===== src/rtl/cam_pkg.sv =====
// Package: shared defaults and result layout for the tag matcher.
// Assumes: the result field starts at a fixed bit of the destination word.
package cam_pkg;
    localparam int DEF_ENTRIES = 16;
    localparam int DEF_TAG_W   = 32;
    localparam int DEF_STATE_W = 4;
    localparam int DEF_WORD_W  = 32;
    localparam int RES_LSB     = 3;
endpackage


===== src/rtl/cam_store.sv =====
// Module: cam_store
// Holds the tag, state and valid flag of every entry.
// Assumes: a full write has priority over a state-only write to the same entry.
module cam_store #(
    parameter int N   = 16,
    parameter int TW  = 32,
    parameter int SW  = 4,
    parameter int IW  = $clog2(N)
) (
    input  logic            clk,
    input  logic            rst_n,
    input  logic            wr_en,
    input  logic [IW-1:0]   wr_idx,
    input  logic [TW-1:0]   wr_tag,
    input  logic [SW-1:0]   wr_state,
    input  logic            st_en,
    input  logic [IW-1:0]   st_idx,
    input  logic [SW-1:0]   st_val,
    output logic [N*TW-1:0] tag_flat,
    output logic [N*SW-1:0] state_flat,
    output logic [N-1:0]    valid_vec
);
    logic [TW-1:0] tag_q   [N];
    logic [SW-1:0] state_q [N];
    logic [N-1:0]  valid_q;

    genvar g;
    generate
        for (g = 0; g < N; g++) begin : g_entry
            // Update one entry's tag, state and valid flag from the write ports.
            always_ff @(posedge clk) begin
                if (!rst_n) begin
                    tag_q[g]   <= '0;
                    state_q[g] <= '0;
                    valid_q[g] <= 1'b0;
                end else if (wr_en && (wr_idx == IW'(g))) begin
                    tag_q[g]   <= wr_tag;
                    state_q[g] <= wr_state;
                    valid_q[g] <= 1'b1;
                end else if (st_en && (st_idx == IW'(g))) begin
                    state_q[g] <= st_val;
                end
            end

            // Flatten the entry onto the output buses.
            always_comb begin
                tag_flat[g*TW +: TW]   = tag_q[g];
                state_flat[g*SW +: SW] = state_q[g];
            end
        end
    endgenerate

    assign valid_vec = valid_q;
endmodule


===== src/rtl/cam_match.sv =====
// Module: cam_match
// Compares a key against all entries in parallel and picks the lowest match.
// Assumes: invalid entries are masked out before the priority pick.
module cam_match #(
    parameter int N  = 16,
    parameter int TW = 32,
    parameter int IW = $clog2(N)
) (
    input  logic [TW-1:0]   key,
    input  logic [N*TW-1:0] tag_flat,
    input  logic [N-1:0]    valid_vec,
    output logic            hit,
    output logic [IW-1:0]   hit_idx
);
    logic [N-1:0] match_vec;

    genvar g;
    generate
        for (g = 0; g < N; g++) begin : g_cmp
            // Per-entry equality comparison, qualified by the valid flag.
            assign match_vec[g] = valid_vec[g] && (tag_flat[g*TW +: TW] == key);
        end
    endgenerate

    // Lowest-numbered matching entry wins.
    always_comb begin
        hit_idx = '0;
        for (int i = N - 1; i >= 0; i--) begin
            if (match_vec[i]) hit_idx = IW'(i);
        end
    end

    assign hit = |match_vec;
endmodule


===== src/rtl/cam_lru.sv =====
// Module: cam_lru
// Keeps a full recency order: slot 0 is least recent, slot N-1 most recent.
// Assumes: up to two touches per cycle, applied in the order a then b.
module cam_lru #(
    parameter int N  = 16,
    parameter int IW = $clog2(N)
) (
    input  logic            clk,
    input  logic            rst_n,
    input  logic            touch_a,
    input  logic [IW-1:0]   touch_a_idx,
    input  logic            touch_b,
    input  logic [IW-1:0]   touch_b_idx,
    output logic [IW-1:0]   lru_idx,
    output logic [N*IW-1:0] order_flat
);
    logic [N*IW-1:0] order_q;
    logic [N*IW-1:0] after_a;
    logic [N*IW-1:0] after_b;

    // Move entry e to the most recent slot and close the gap it leaves.
    function automatic logic [N*IW-1:0] touch(input logic [N*IW-1:0] ord,
                                              input logic [IW-1:0]   e);
        logic [N*IW-1:0] r;
        logic            seen;
        r    = ord;
        seen = 1'b0;
        for (int i = 0; i < N - 1; i++) begin
            if (ord[i*IW +: IW] == e) seen = 1'b1;
            if (seen) r[i*IW +: IW] = ord[(i+1)*IW +: IW];
        end
        r[(N-1)*IW +: IW] = e;
        return r;
    endfunction

    // Apply the lookup touch, then the write touch.
    always_comb begin
        after_a = touch_a ? touch(order_q, touch_a_idx) : order_q;
        after_b = touch_b ? touch(after_a, touch_b_idx) : after_a;
    end

    // Hold the order; reset to ascending entry numbers.
    always_ff @(posedge clk) begin
        if (!rst_n) begin
            for (int i = 0; i < N; i++) order_q[i*IW +: IW] <= IW'(i);
        end else begin
            order_q <= after_b;
        end
    end

    assign lru_idx    = order_q[IW-1:0];
    assign order_flat = order_q;
endmodule


===== src/rtl/cam_lru_top.sv =====
// Module: cam_lru_top
// Tag matcher with a recency-based replacement hint and a registered result.
// Assumes: a lookup sees contents from before any write in the same cycle.
module cam_lru_top
    import cam_pkg::*;
#(
    parameter int N      = DEF_ENTRIES,
    parameter int TW     = DEF_TAG_W,
    parameter int SW     = DEF_STATE_W,
    parameter int WORD_W = DEF_WORD_W,
    parameter int IW     = $clog2(N)
) (
    input  logic              clk,
    input  logic              rst_n,
    input  logic              lkp_valid,
    input  logic [TW-1:0]     lkp_key,
    input  logic              wr_en,
    input  logic [IW-1:0]     wr_idx,
    input  logic [TW-1:0]     wr_tag,
    input  logic [SW-1:0]     wr_state,
    input  logic              st_en,
    input  logic [IW-1:0]     st_idx,
    input  logic [SW-1:0]     st_val,
    output logic              res_valid,
    output logic [WORD_W-1:0] res_word
);
    localparam int RES_W = SW + 1 + IW;

    logic [N*TW-1:0] tag_flat;
    logic [N*SW-1:0] state_flat;
    logic [N-1:0]    valid_vec;
    logic            hit_any;
    logic [IW-1:0]   hit_idx;
    logic [IW-1:0]   lru_idx;
    logic [N*IW-1:0] lru_order;
    logic [RES_W-1:0] res_field;

    cam_store #(.N(N), .TW(TW), .SW(SW), .IW(IW)) u_store (
        .clk        (clk),
        .rst_n      (rst_n),
        .wr_en      (wr_en),
        .wr_idx     (wr_idx),
        .wr_tag     (wr_tag),
        .wr_state   (wr_state),
        .st_en      (st_en),
        .st_idx     (st_idx),
        .st_val     (st_val),
        .tag_flat   (tag_flat),
        .state_flat (state_flat),
        .valid_vec  (valid_vec)
    );

    cam_match #(.N(N), .TW(TW), .IW(IW)) u_match (
        .key       (lkp_key),
        .tag_flat  (tag_flat),
        .valid_vec (valid_vec),
        .hit       (hit_any),
        .hit_idx   (hit_idx)
    );

    cam_lru #(.N(N), .IW(IW)) u_lru (
        .clk         (clk),
        .rst_n       (rst_n),
        .touch_a     (lkp_valid && hit_any),
        .touch_a_idx (hit_idx),
        .touch_b     (wr_en),
        .touch_b_idx (wr_idx),
        .lru_idx     (lru_idx),
        .order_flat  (lru_order)
    );

    // Assemble state, hit flag and entry number for the current lookup.
    always_comb begin
        if (hit_any) res_field = {state_flat[hit_idx*SW +: SW], 1'b1, hit_idx};
        else         res_field = {{SW{1'b0}}, 1'b0, lru_idx};
    end

    // Register the result one cycle after the request; zero when idle.
    always_ff @(posedge clk) begin
        if (!rst_n) begin
            res_valid <= 1'b0;
            res_word  <= '0;
        end else begin
            res_valid <= lkp_valid;
            res_word  <= lkp_valid ? (WORD_W'(res_field) << RES_LSB) : '0;
        end
    end
endmodule


===== config.mk =====
export PLATFORM = sky130hd
export DESIGN_NAME = cam_lru_top
export DESIGN_NICKNAME = d
export VERILOG_FILES = /design/src/rtl/cam_pkg.sv /design/src/rtl/cam_store.sv /design/src/rtl/cam_match.sv /design/src/rtl/cam_lru.sv /design/src/rtl/cam_lru_top.sv
export SDC_FILE = /design/constraint.sdc
export NUM_CORES = 1
export LEC_CHECK = 0
export BUFFER_PORTS_ARGS = -buffer_cell sky130_fd_sc_hd__buf_2
export CAP_MARGIN = 20
export CORE_UTILIZATION = 25
export DETAILED_ROUTE_END_ITERATION = 10
export GPL_ROUTABILITY_DRIVEN = 0
export PLACE_DENSITY_LB_ADDON = 0.12
export SLEW_MARGIN = 20
export SYNTH_ARGS = -nofsm -noshare
export SYNTH_HDL_FRONTEND = slang
export SYNTH_SLANG_ARGS = --single-unit

===== constraint.sdc =====
create_clock -name clk -period 11.4 [get_ports clk]
set_input_delay 0.57 -clock clk [delete_from_list [all_inputs] [get_ports clk]]
set_output_delay 0.57 -clock clk [all_outputs]
set_load 0.01 [all_outputs]

==> results of run 1 <==
[power by group]
| group | internal [mW] | switching, mW |
|---|---|---|
| clock | 1.50 | 1.14 |
| sequential | 2.81 | 0.124 |
| combinational | 0.262 | 0.593 |
[flip-flops by register name, indices dropped and copies added, names as in the netlist]
name and cells:
u_store.tag_q 512, u_lru.order_flat 64, res_valid 1, res_word 9, u_store.state_q 64, u_store.valid_vec 16
[critical path: stages]
cell                        delay, ns
sky130_fd_sc_hd__buf_2           0.08
sky130_fd_sc_hd__buf_4           0.51
sky130_fd_sc_hd__xor2_1          0.18
sky130_fd_sc_hd__or4_1           0.54
sky130_fd_sc_hd__or4_1           0.43
sky130_fd_sc_hd__or4_1           0.57
sky130_fd_sc_hd__a211oi_2        0.34
sky130_fd_sc_hd__o2111ai_2       0.29
sky130_fd_sc_hd__a21oi_4         0.56
sky130_fd_sc_hd__buf_4           0.67
sky130_fd_sc_hd__xnor2_1         0.13
sky130_fd_sc_hd__and3_1          0.22
sky130_fd_sc_hd__nor4_2          0.48
sky130_fd_sc_hd__and4_1          0.41
sky130_fd_sc_hd__nor2_2          0.12
sky130_fd_sc_hd__mux2_2          0.31
sky130_fd_sc_hd__a311oi_1        0.30
sky130_fd_sc_hd__and4_1          0.60
sky130_fd_sc_hd__nand2_1         0.21
sky130_fd_sc_hd__mux2_4          0.33
[metal layers]
layer | vias up | track usage | wire, µm | share of wire
met5 | - | 0 | 35 | 0.00022
met4 | 6 | 0.0526 | 3280 | 0.021
met3 | 166 | 0.0242 | 8310 | 0.052
met2 | 856 | 0.338 | 74300 | 0.47
met1 | 13746 | 0.288 | 72900 | 0.46
li1 | 12380 | - | - | -
[per-stage QoR]
stage,setup WS (ns),utilization,total power [mW]
global route,3.62,0.289,6.65
finish,4.02,0.289,6.42
detailed placement,3.35,0.271,3.84
CTS,4.08,0.289,6.50
global placement,3.50,0.271,3.85
floorplan,5.43,-,3.47
[kinds of logic (layout without fill, tap and decap cells)]
family | Yosys count | in the layout | synth area share
AOI/OAI and AO/OA | 390 | 390 | 0.0767
xor gates and xnor gates | 565 | 565 | 0.132
muxes | 93 | 93 | 0.0257
buffers and inverters | 312 | 365 | 0.0374
DFF | 666 | 666 | 0.509
and+or+nand+nor | 1403 | 1403 | 0.219
other | 1 | 33 | 0.000100
[how the worst max path moves through the flow]
stage                                           end  slack, ns  cells past startpoint
floorplan           u_lru.order_flat[30]$_SDFF_PN1_       5.43                     20
global placement    u_lru.order_flat[59]$_SDFF_PN1_       3.50                     20
detailed placement  u_lru.order_flat[59]$_SDFF_PN1_       3.35                     20
CTS                 u_lru.order_flat[59]$_SDFF_PN1_       4.08                     20
global route        u_lru.order_flat[59]$_SDFF_PN1_       3.62                     20
finish              u_lru.order_flat[59]$_SDFF_PN1_       4.02                     20
[cells in the mapped netlist, types with 10 or more instances]
master	instances
sky130_fd_sc_hd__edfxtp_1	576
sky130_fd_sc_hd__and2_1	532
sky130_fd_sc_hd__xor2_1	438
sky130_fd_sc_hd__nor4_1	184
sky130_fd_sc_hd__nand2_1	153
sky130_fd_sc_hd__clkbuf_1	147
sky130_fd_sc_hd__nor2_1	133
sky130_fd_sc_hd__xnor2_1	126
sky130_fd_sc_hd__dfxtp_1	90
sky130_fd_sc_hd__nand4_1	74
sky130_fd_sc_hd__mux2i_1	72
sky130_fd_sc_hd__a22o_1	68
sky130_fd_sc_hd__buf_2	66
sky130_fd_sc_hd__nand3_1	64
sky130_fd_sc_hd__o21ai_0	58
sky130_fd_sc_hd__a21oi_1	54
sky130_fd_sc_hd__inv_1	47
sky130_fd_sc_hd__nor3_1	45
sky130_fd_sc_hd__a211oi_1	40
sky130_fd_sc_hd__nand2b_1	36
sky130_fd_sc_hd__buf_4	30
sky130_fd_sc_hd__nor2b_1	27
sky130_fd_sc_hd__or4_1	26
sky130_fd_sc_hd__nand4b_1	24
sky130_fd_sc_hd__and3_1	23
sky130_fd_sc_hd__o22ai_1	21
sky130_fd_sc_hd__a21o_1	20
sky130_fd_sc_hd__mux2_2	19
sky130_fd_sc_hd__buf_1	15
sky130_fd_sc_hd__o211ai_1	14
sky130_fd_sc_hd__or3_1	14
sky130_fd_sc_hd__nor4b_1	12
sky130_fd_sc_hd__o221ai_1	12
sky130_fd_sc_hd__nor3b_1	11
sky130_fd_sc_hd__a31oi_1	10
[layout make-up]
type / count / area share
clock inverters: 30 / 0.00648
clock buffers: 118 / 0.0553
well taps: 2002 / 0.0585
inverters: 49 / 0.00429
multi-input cells: 2474 / 0.405
repair buffers: 168 / 0.0240
diodes: 10 / 0.000584
flip-flops and latches: 666 / 0.446
==> impl_metrics.yaml, run 1 <==
status:
  status: "finished, final reports clean"
clock_tree:
  clkLatencyLatePin_ns: 0.70
  clockRootBuffer: "sky130_fd_sc_hd__clkbuf_16"
  clk_pin_slew_worst_paths_ns: 0.06
  numCtsBuffers: 82
  cts.hold.buffers_added: 0
  cts_max_level: 3
  cts_num_sinks: 666
  post_cts_gate_resize_count: 0
  clock_tree.buffer_depth: 3
  cts_setup_buffers: 0
  tritoncts: "yes"
critical_path:
  reg2reg_slack_ns: 4.13
  r2r-end: "u_lru.order_flat[59]$_SDFF_PN1_"
  worst-r2r-cell-count: 18
  critical_path.max_fanout: 55
  crit-reg2reg-launch: "u_store.tag_q[1][242]$_SDFFCE_PN0P_"
  worst-endpoint-required_ns: 11.96
  setup.worst_path.class: "input port to flop"
  setup.worst_path.start: "lkp_key[18]"
  critical_path_arrival_ns: 7.95
  timing.critical_path.to_type: "flop"
  crit_path_start_kind: "input port"
placement:
  placement.cell_area_mm2: 0.0402
  dp_cells: 5359
  place.detailed.hpwl_mm: 96.5
  place.port_buffers: 94
synthesis:
  syn-instance-count: 3430
  synth-async-reset-ratio: 0
  synth_flop_cell: "sky130_fd_sc_hd__edfxtp_1"
  synth_seq_area_share: 0.509
  ys_top_cells_by_area: "sky130_fd_sc_hd__edfxtp_1, sky130_fd_sc_hd__xor2_1, sky130_fd_sc_hd__and2_1"
  synth_enable_flop_cells: 576
  yosysTopAreaCell: "sky130_fd_sc_hd__edfxtp_1"
  synth_largest_type_area_fraction: 0.461
  count_of_yosys_warnings_during_synthesis: 0
  ff_latch_count_synth: 666
  synth_cell_type_count: 96
  postSynthAreaPerCell_um2: 10.9
  synth.cell_area_mm2: 0.0375
floorplan:
  floorplan_row_count: 141
  ios: 118
  fp.dieH_um: 389
  die_area_mm2: 0.152
  design.core.area_mm2: 0.148
  floorplan.initialDensity: 0.253
  floorplan.die.width_um: 389
power:
  p_per_area_mw_per_mm2: 150
  static-leakage-power_nw: 15.1
  ir_worst_vdd_v: 0.0000899
route:
  route.antenna.remaining_nets: 0
  detail_route.first_pass.iterations: 5
  vias_per_cell: 4.92
  dr.first_iter.drc_count: 2736
  route.detailed.wl_per_inst_um: 28.8
  detail_route.wirelength_mm: 159
  vias: 27154
  remaining_drc_errors: 0
global_route:
  grt_pass1_wl_mm: 219
  antenna_found_initial: 31
  grt.total_usage: 0.207
  grt-ovfl-total: 0
  grt_start_max_net_pins: 56
  vias_in_the_first_global_route: 26562
cells_and_area:
  regArea_mm2: 0.0191
  area_growth_syn_to_layout_pct: 14.2
  final_cells: 5517
  fin_area_mm2: 0.0428
  nNetsFinal: 3526
  post_route_cells_drive_above_1_share: 0.109
  most-common-layout-cells: "sky130_fd_sc_hd__edfxtp_1, sky130_fd_sc_hd__and2_1, sky130_fd_sc_hd__xor2_1, sky130_fd_sc_hd__nor4_1, sky130_fd_sc_hd__nand2_1"
  layout.cells.most_common: "sky130_fd_sc_hd__edfxtp_1"
  multi_input_comb_area_mm2: 0.0174
  filler_cell_count: 15272
hold_path:
  hold-path-endpoint: "u_lru.order_flat[45]$_SDFF_PN1_"
  worstHoldPathType: "input port to flop"
  min_delay_path_depth: 2
  min_from: "rst_n"
timing:
  setup_tns_ns: 0
  setup_viol: 0
  maxClockFrequency_mhz: 135
  timing.final.max_slew_violations: 0
  timing.clock.skew_ns: 0.0343
  hold_viol_final: 0
  post-route-period-util: 0.647
  rsz0062_at_grt: "false"
  max-slew-margin-rel: 0.228
  finalWorstPathRequiredPeriod_ns: 7.38
  worst_pin_slew_ns: 1.16
  fin_worst_hold_slack_ns: 0.285
flow_run:
  drv.max_cap_violation_count: 0
No activity file was read; power rests on OpenSTA's default activity.
==> run 2, diff against run 1 <==
==> constraint.sdc (replaced) <==
create_clock -name clk -period 6.25 [get_ports clk]
set_input_delay 0.3125 -clock clk [delete_from_list [all_inputs] [get_ports clk]]
set_output_delay 0.3125 -clock clk [all_outputs]
set_load 0.01 [all_outputs]
==> impl_metrics.yaml, run 2 (same netlist as run 1, synthesis figures left out) <==
placement:
  dp_slack_ns: -0.0195
  dp_cells: 5530
  placement.cell_area_mm2: 0.0418
  place.detailed.hpwl_mm: 106
  place.port_buffers: 94
global_route:
  grt_pass1_wl_mm: 219
  grt_start_max_net_pins: 51
  grt-busiest-layer: "met2"
  gr-usage-met2: 0.346
  global_route.usage.met3: 0.0216
  grt.total_usage: 0.206
  grt-ovfl-total: 0
  globalRouteMet1Util: 0.282
  vias_in_the_first_global_route: 26835
  antenna_found_initial: 29
timing:
  timing.final.max_slew_violations: 0
  worst_path_setup_slack_after_routing_ns: 0.255
  post-route-period-util: 0.959
  worst_pin_slew_ns: 0.990
  hold_viol_final: 0
  maxClockFrequency_mhz: 167
  setup_viol: 0
  finalWorstPathRequiredPeriod_ns: 5.99
  timing.clock.skew_ns: 0.0389
  rsz0062_at_grt: "false"
  fin_worst_hold_slack_ns: 0.146
  max-slew-margin-rel: 0.340
power:
  static-leakage-power_nw: 16.1
  ir_worst_vdd_v: 0.000174
  p_per_area_mw_per_mm2: 270
cells_and_area:
  final_cells: 5693
  most-common-layout-cells: "sky130_fd_sc_hd__edfxtp_1, sky130_fd_sc_hd__and2_1, sky130_fd_sc_hd__xor2_1, sky130_fd_sc_hd__buf_4, sky130_fd_sc_hd__nor4_1"
  finish.utilization: 0.301
  largest_register_ff_count: 512
  fin_area_mm2: 0.0446
  post_route_cells_drive_above_1_share: 0.150
  layout.cells.most_common: "sky130_fd_sc_hd__edfxtp_1"
  area_growth_syn_to_layout_pct: 18.9
  nNetsFinal: 3700
  registers.top_by_ff_count: "u_store.tag_q"
critical_path:
  worst_path_largest_cell_delay_ns: 0.62
  setup.worst_path.start: "u_store.tag_q[1][255]$_SDFFCE_PN0P_"
  timing.critical_path.to_type: "flop"
  worst-r2r-cell-count: 20
  r2r-end: "u_lru.order_flat[37]$_SDFF_PN0_"
  crit_chain: "xor2_1, or4_1, or4_1, or4_1, a211oi_2, o2111ai_4, mux2i_1, or2_1, nor3b_2, nor3_4, buf_4, a31oi_4, mux2_4, a31oi_2, nor4b_4, buf_4, buf_4, nand3b_2, or3_1, o2111a_1"
  path_depth: 20
  worst-endpoint-required_ns: 6.83
  critical_path.max_fanout: 7
  worst_setup_path_endpoint: "u_lru.order_flat[37]$_SDFF_PN0_"
  setup.worst_path.class: "flop to flop"
  worst_path_max_delay_cell: "sky130_fd_sc_hd__or4_1"
  critical_path_arrival_ns: 6.58
  cell_family_contributing_the_most_delay_on_the_critical_path: "simple AND/OR/NAND/NOR gates"
  crit-reg2reg-launch: "u_store.tag_q[1][255]$_SDFFCE_PN0P_"
  reg2reg_slack_ns: 0.26
  worstPathBufferInverterCount: 3
  crit_path_start_kind: "flop"
clock_tree:
  cts.hold.buffers_added: 0
  cts_num_sinks: 666
  clockRootBuffer: "sky130_fd_sc_hd__clkbuf_16"
  clock_tree.buffer_depth: 3
  tritoncts: "yes"
  post_cts_gate_resize_count: 0
  cts_setup_buffers: 0
  clk_pin_slew_worst_paths_ns: 0.06
  cts_max_level: 3
  numCtsBuffers: 85
  clkLatencyLatePin_ns: 0.70
flow_run:
  drv.max_cap_violation_count: 0
route:
  detail_route.wirelength_mm: 158
  route.antenna.remaining_nets: 0
  route.detailed.wl_per_inst_um: 27.8
  detail_route.first_pass.iterations: 5
  vias: 27613
  remaining_drc_errors: 0
  dr.first_iter.drc_count: 2434
  vias_per_cell: 4.85
floorplan:
  floorplan.initialDensity: 0.253
  fp.dieH_um: 389
  floorplan.die.width_um: 389
  design.core.area_mm2: 0.148
  floorplan_row_count: 141
  die_area_mm2: 0.152
  ios: 118
hold_path:
  worstHoldPathType: "input port to flop"
status:
  status: "finished, final reports clean"
[run 2: cell count changes in the layout (fill, tap and decap cells not counted), moves of 3 or more]
| cell | delta |
|---|---|
| sky130_fd_sc_hd__buf_12 | +27 |
| sky130_fd_sc_hd__buf_4 | +144 |
| sky130_fd_sc_hd__bufinv_16 | +4 |
| sky130_fd_sc_hd__clkbuf_1 | +11 |
| sky130_fd_sc_hd__clkbuf_8 | -5 |
| sky130_fd_sc_hd__clkinv_1 | -3 |
| sky130_fd_sc_hd__diode_2 | -5 |
| sky130_fd_sc_hd__inv_6 | +3 |
[run 2: final cells by class]
class,count,area (µm²)
fill,15246,104000
sequential,666,19100
multi-input combinational,2474,17400
timing repair buffer,339,2650
tap,2002,2500
clock buffer,125,2370
clock inverter,33,415
inverter,49,184
antenna,5,12.5
[run 2: metrics by stage]
step | power, mW | setup TNS (ns)
after floorplan | 6.34 | 0
after global placement | 7.13 | 0
after detailed placement | 7.12 | -0.0704
after CTS | 12.2 | 0
after global routing | 12.5 | 0
final | 12.0 | 0
[run 2: per-layer routing]
| layer | share of wire | vias to the layer above |
|---|---|---|
| li1 | - | 12731 |
| met1 | 0.45 | 13915 |
| met2 | 0.48 | 801 |
| met3 | 0.048 | 162 |
| met4 | 0.018 | 4 |
| met5 | 0.00011 | - |
[run 2: worst min-delay path by stage]
stage	from	end	slack, ns	depth (start not counted)
after floorplan	u_store.valid_vec[12]$_SDFFE_PN0P_	u_store.valid_vec[12]$_SDFFE_PN0P_	0.43	1
after global placement	u_store.valid_vec[10]$_SDFFE_PN0P_	u_store.valid_vec[10]$_SDFFE_PN0P_	0.46	1
after detailed placement	u_store.valid_vec[15]$_SDFFE_PN0P_	u_store.valid_vec[15]$_SDFFE_PN0P_	0.47	1
after CTS	rst_n	u_store.valid_vec[6]$_SDFFE_PN0P_	0.09	2
after global routing	rst_n	u_store.valid_vec[6]$_SDFFE_PN0P_	0.13	2
final	rst_n	u_store.valid_vec[10]$_SDFFE_PN0P_	0.15	2
[run 2: power breakdown]
group	internal, mW	leakage (nW)	switching, mW	total, mW
Combinational	0.569	8.51	1.11	1.68
Clock	2.89	1.34	2.12	5.02
Sequential	5.12	6.26	0.224	5.34
==> run 3, diff against run 2 <==
--- a/config.mk
+++ b/config.mk
@@ -8,6 +8,7 @@
 export BUFFER_PORTS_ARGS = -buffer_cell sky130_fd_sc_hd__buf_2
 export CAP_MARGIN = 20
 export CORE_UTILIZATION = 25
+export CTS_BUF_LIST = sky130_fd_sc_hd__clkbuf_16
 export DETAILED_ROUTE_END_ITERATION = 10
 export GPL_ROUTABILITY_DRIVEN = 0
 export PLACE_DENSITY_LB_ADDON = 0.12
==> impl_metrics.yaml, run 3 (same netlist as run 1, synthesis figures left out) <==
critical_path:
  crit-reg2reg-launch: "u_store.tag_q[1][255]$_SDFFCE_PN0P_"
  r2r-end: "u_lru.order_flat[37]$_SDFF_PN0_"
  reg2reg_slack_ns: 0.28
  critical_path_arrival_ns: 6.55
  crit_path_start_kind: "flop"
  setup.worst_path.class: "flop to flop"
  worst_setup_path_endpoint: "u_lru.order_flat[37]$_SDFF_PN0_"
  setup.worst_path.start: "u_store.tag_q[1][255]$_SDFFCE_PN0P_"
  worst-endpoint-required_ns: 6.83
  timing.critical_path.to_type: "flop"
  worst-r2r-cell-count: 20
  critical_path.max_fanout: 7
floorplan:
  floorplan.initialDensity: 0.253
  floorplan_row_count: 141
  floorplan.die.width_um: 389
  ios: 118
  design.core.area_mm2: 0.148
  fp.dieH_um: 389
  die_area_mm2: 0.152
global_route:
  antenna_found_initial: 29
  grt.total_usage: 0.206
  grt-ovfl-total: 0
  grt_pass1_wl_mm: 219
  vias_in_the_first_global_route: 26829
  grt_start_max_net_pins: 51
timing:
  max-slew-margin-rel: 0.335
  rsz0062_at_grt: "false"
  post-route-period-util: 0.956
  setup_viol: 0
  finalWorstPathRequiredPeriod_ns: 5.97
  worst_pin_slew_ns: 0.997
  setup_tns_ns: 0
  worst_path_setup_slack_after_routing_ns: 0.277
  timing.clock.skew_ns: 0.0429
  timing.final.max_slew_violations: 0
  fin_worst_hold_slack_ns: 0.146
  hold_viol_final: 0
  maxClockFrequency_mhz: 167
power:
  static-leakage-power_nw: 16.2
  p_per_area_mw_per_mm2: 267
  ir_worst_vdd_v: 0.000174
clock_tree:
  clk_pin_slew_worst_paths_ns: 0.06
  clockRootBuffer: "sky130_fd_sc_hd__clkbuf_16"
  clkLatencyLatePin_ns: 0.71
  tritoncts: "yes"
  clock_tree.buffer_depth: 3
  cts_max_level: 3
  cts_num_sinks: 666
  numCtsBuffers: 85
  cts.hold.buffers_added: 0
  cts_setup_buffers: 0
  post_cts_gate_resize_count: 0
cells_and_area:
  layout.cells.most_common: "sky130_fd_sc_hd__edfxtp_1"
  most-common-layout-cells: "sky130_fd_sc_hd__edfxtp_1, sky130_fd_sc_hd__and2_1, sky130_fd_sc_hd__xor2_1, sky130_fd_sc_hd__buf_4, sky130_fd_sc_hd__nor4_1"
  nNetsFinal: 3700
  final_cells: 5705
  largest_register_ff_count: 512
  area_growth_syn_to_layout_pct: 18.8
  registers.top_by_ff_count: "u_store.tag_q"
  post_route_cells_drive_above_1_share: 0.148
placement:
  dp_slack_ns: -0.0195
  dp_cells: 5530
  place.port_buffers: 94
  place.detailed.hpwl_mm: 106
route:
  detail_route.first_pass.iterations: 5
  vias_per_cell: 4.83
  route.antenna.remaining_nets: 0
  vias: 27542
  dr.first_iter.drc_count: 2280
  route.detailed.wl_per_inst_um: 27.7
  remaining_drc_errors: 0
  detail_route.wirelength_mm: 158
status:
  status: "finished, final reports clean"
hold_path:
  min_delay_path_depth: 2
  min_from: "rst_n"
  worstHoldPathType: "input port to flop"
flow_run:
  drv.max_cap_violation_count: 0
==> run 3: changes by cell type in the layout (fill, tap and decap cells not counted) <==
cell                       change
sky130_fd_sc_hd__clkinv_1      +7
sky130_fd_sc_hd__diode_2      +12
sky130_fd_sc_hd__clkbuf_1     -32
sky130_fd_sc_hd__clkbuf_8      -7
sky130_fd_sc_hd__inv_1        +32
==> run 3: power breakdown <==
part	switching, mW	internal (mW)	total [mW]
sequential	0.225	5.12	5.34
combinational	1.11	0.569	1.67
clock	2.13	2.76	4.89
==> run 3: worst max-delay path: stages, from the launching register on <==
cell and delay [ns]:
sky130_fd_sc_hd__edfxtp_1 0.37, sky130_fd_sc_hd__xor2_1 0.19, sky130_fd_sc_hd__or4_1 0.52, sky130_fd_sc_hd__or4_1 0.44, sky130_fd_sc_hd__nor4_1 0.46, sky130_fd_sc_hd__buf_4 0.21
sky130_fd_sc_hd__nor4b_2 0.08, sky130_fd_sc_hd__or3_1 0.39, sky130_fd_sc_hd__o31ai_1 0.21, sky130_fd_sc_hd__a211oi_1 0.16, sky130_fd_sc_hd__or4_4 0.59, sky130_fd_sc_hd__a31oi_4 0.22
sky130_fd_sc_hd__mux2_2 0.36, sky130_fd_sc_hd__a41oi_1 0.18, sky130_fd_sc_hd__nand2b_1 0.21, sky130_fd_sc_hd__nor4b_4 0.27, sky130_fd_sc_hd__buf_4 0.18, sky130_fd_sc_hd__buf_4 0.17
sky130_fd_sc_hd__nand3b_2 0.17, sky130_fd_sc_hd__or3_1 0.35, sky130_fd_sc_hd__o2111a_1 0.13
==> run 3: layout make-up <==
class,instances,area [µm²]
repair buffers,339,2650
inverters,49,184
clock inverters,72,562
diodes,17,42.5
well taps,2002,2500
fillers,15256,104000
clock buffers,86,2150
flip-flops and latches,666,19100
multi-input cells,2474,17400
==> run 3: worst min path at each step <==
| stage | endpoint |
|---|---|
| 2_1_floorplan | u_store.valid_vec[12]$_SDFFE_PN0P_ |
| 3_3_place_gp | u_store.valid_vec[10]$_SDFFE_PN0P_ |
| 3_5_place_dp | u_store.valid_vec[15]$_SDFFE_PN0P_ |
| 4_1_cts | u_store.valid_vec[6]$_SDFFE_PN0P_ |
| 5_1_grt | u_store.valid_vec[6]$_SDFFE_PN0P_ |
| 6_report | u_store.valid_vec[10]$_SDFFE_PN0P_ |
==> run 3: metal layers <==
layer  track usage  wire (µm)  part of all wire
met4        0.0472       2800             0.018
met2         0.346      76300              0.48
met1         0.282      71100              0.45
met3        0.0217       7920             0.050
met5             0         23           0.00015
==> run 3: per-stage QoR <==
stage | area [µm²] | power, mW | utilization
detailed placement | 41800 | 7.12 | 0.282
global placement | 41800 | 7.13 | 0.282
floorplan | 37600 | 6.34 | -
CTS | 44500 | 12.0 | 0.300
finish | 44600 | 11.9 | 0.300
global route | 44500 | 12.3 | 0.300
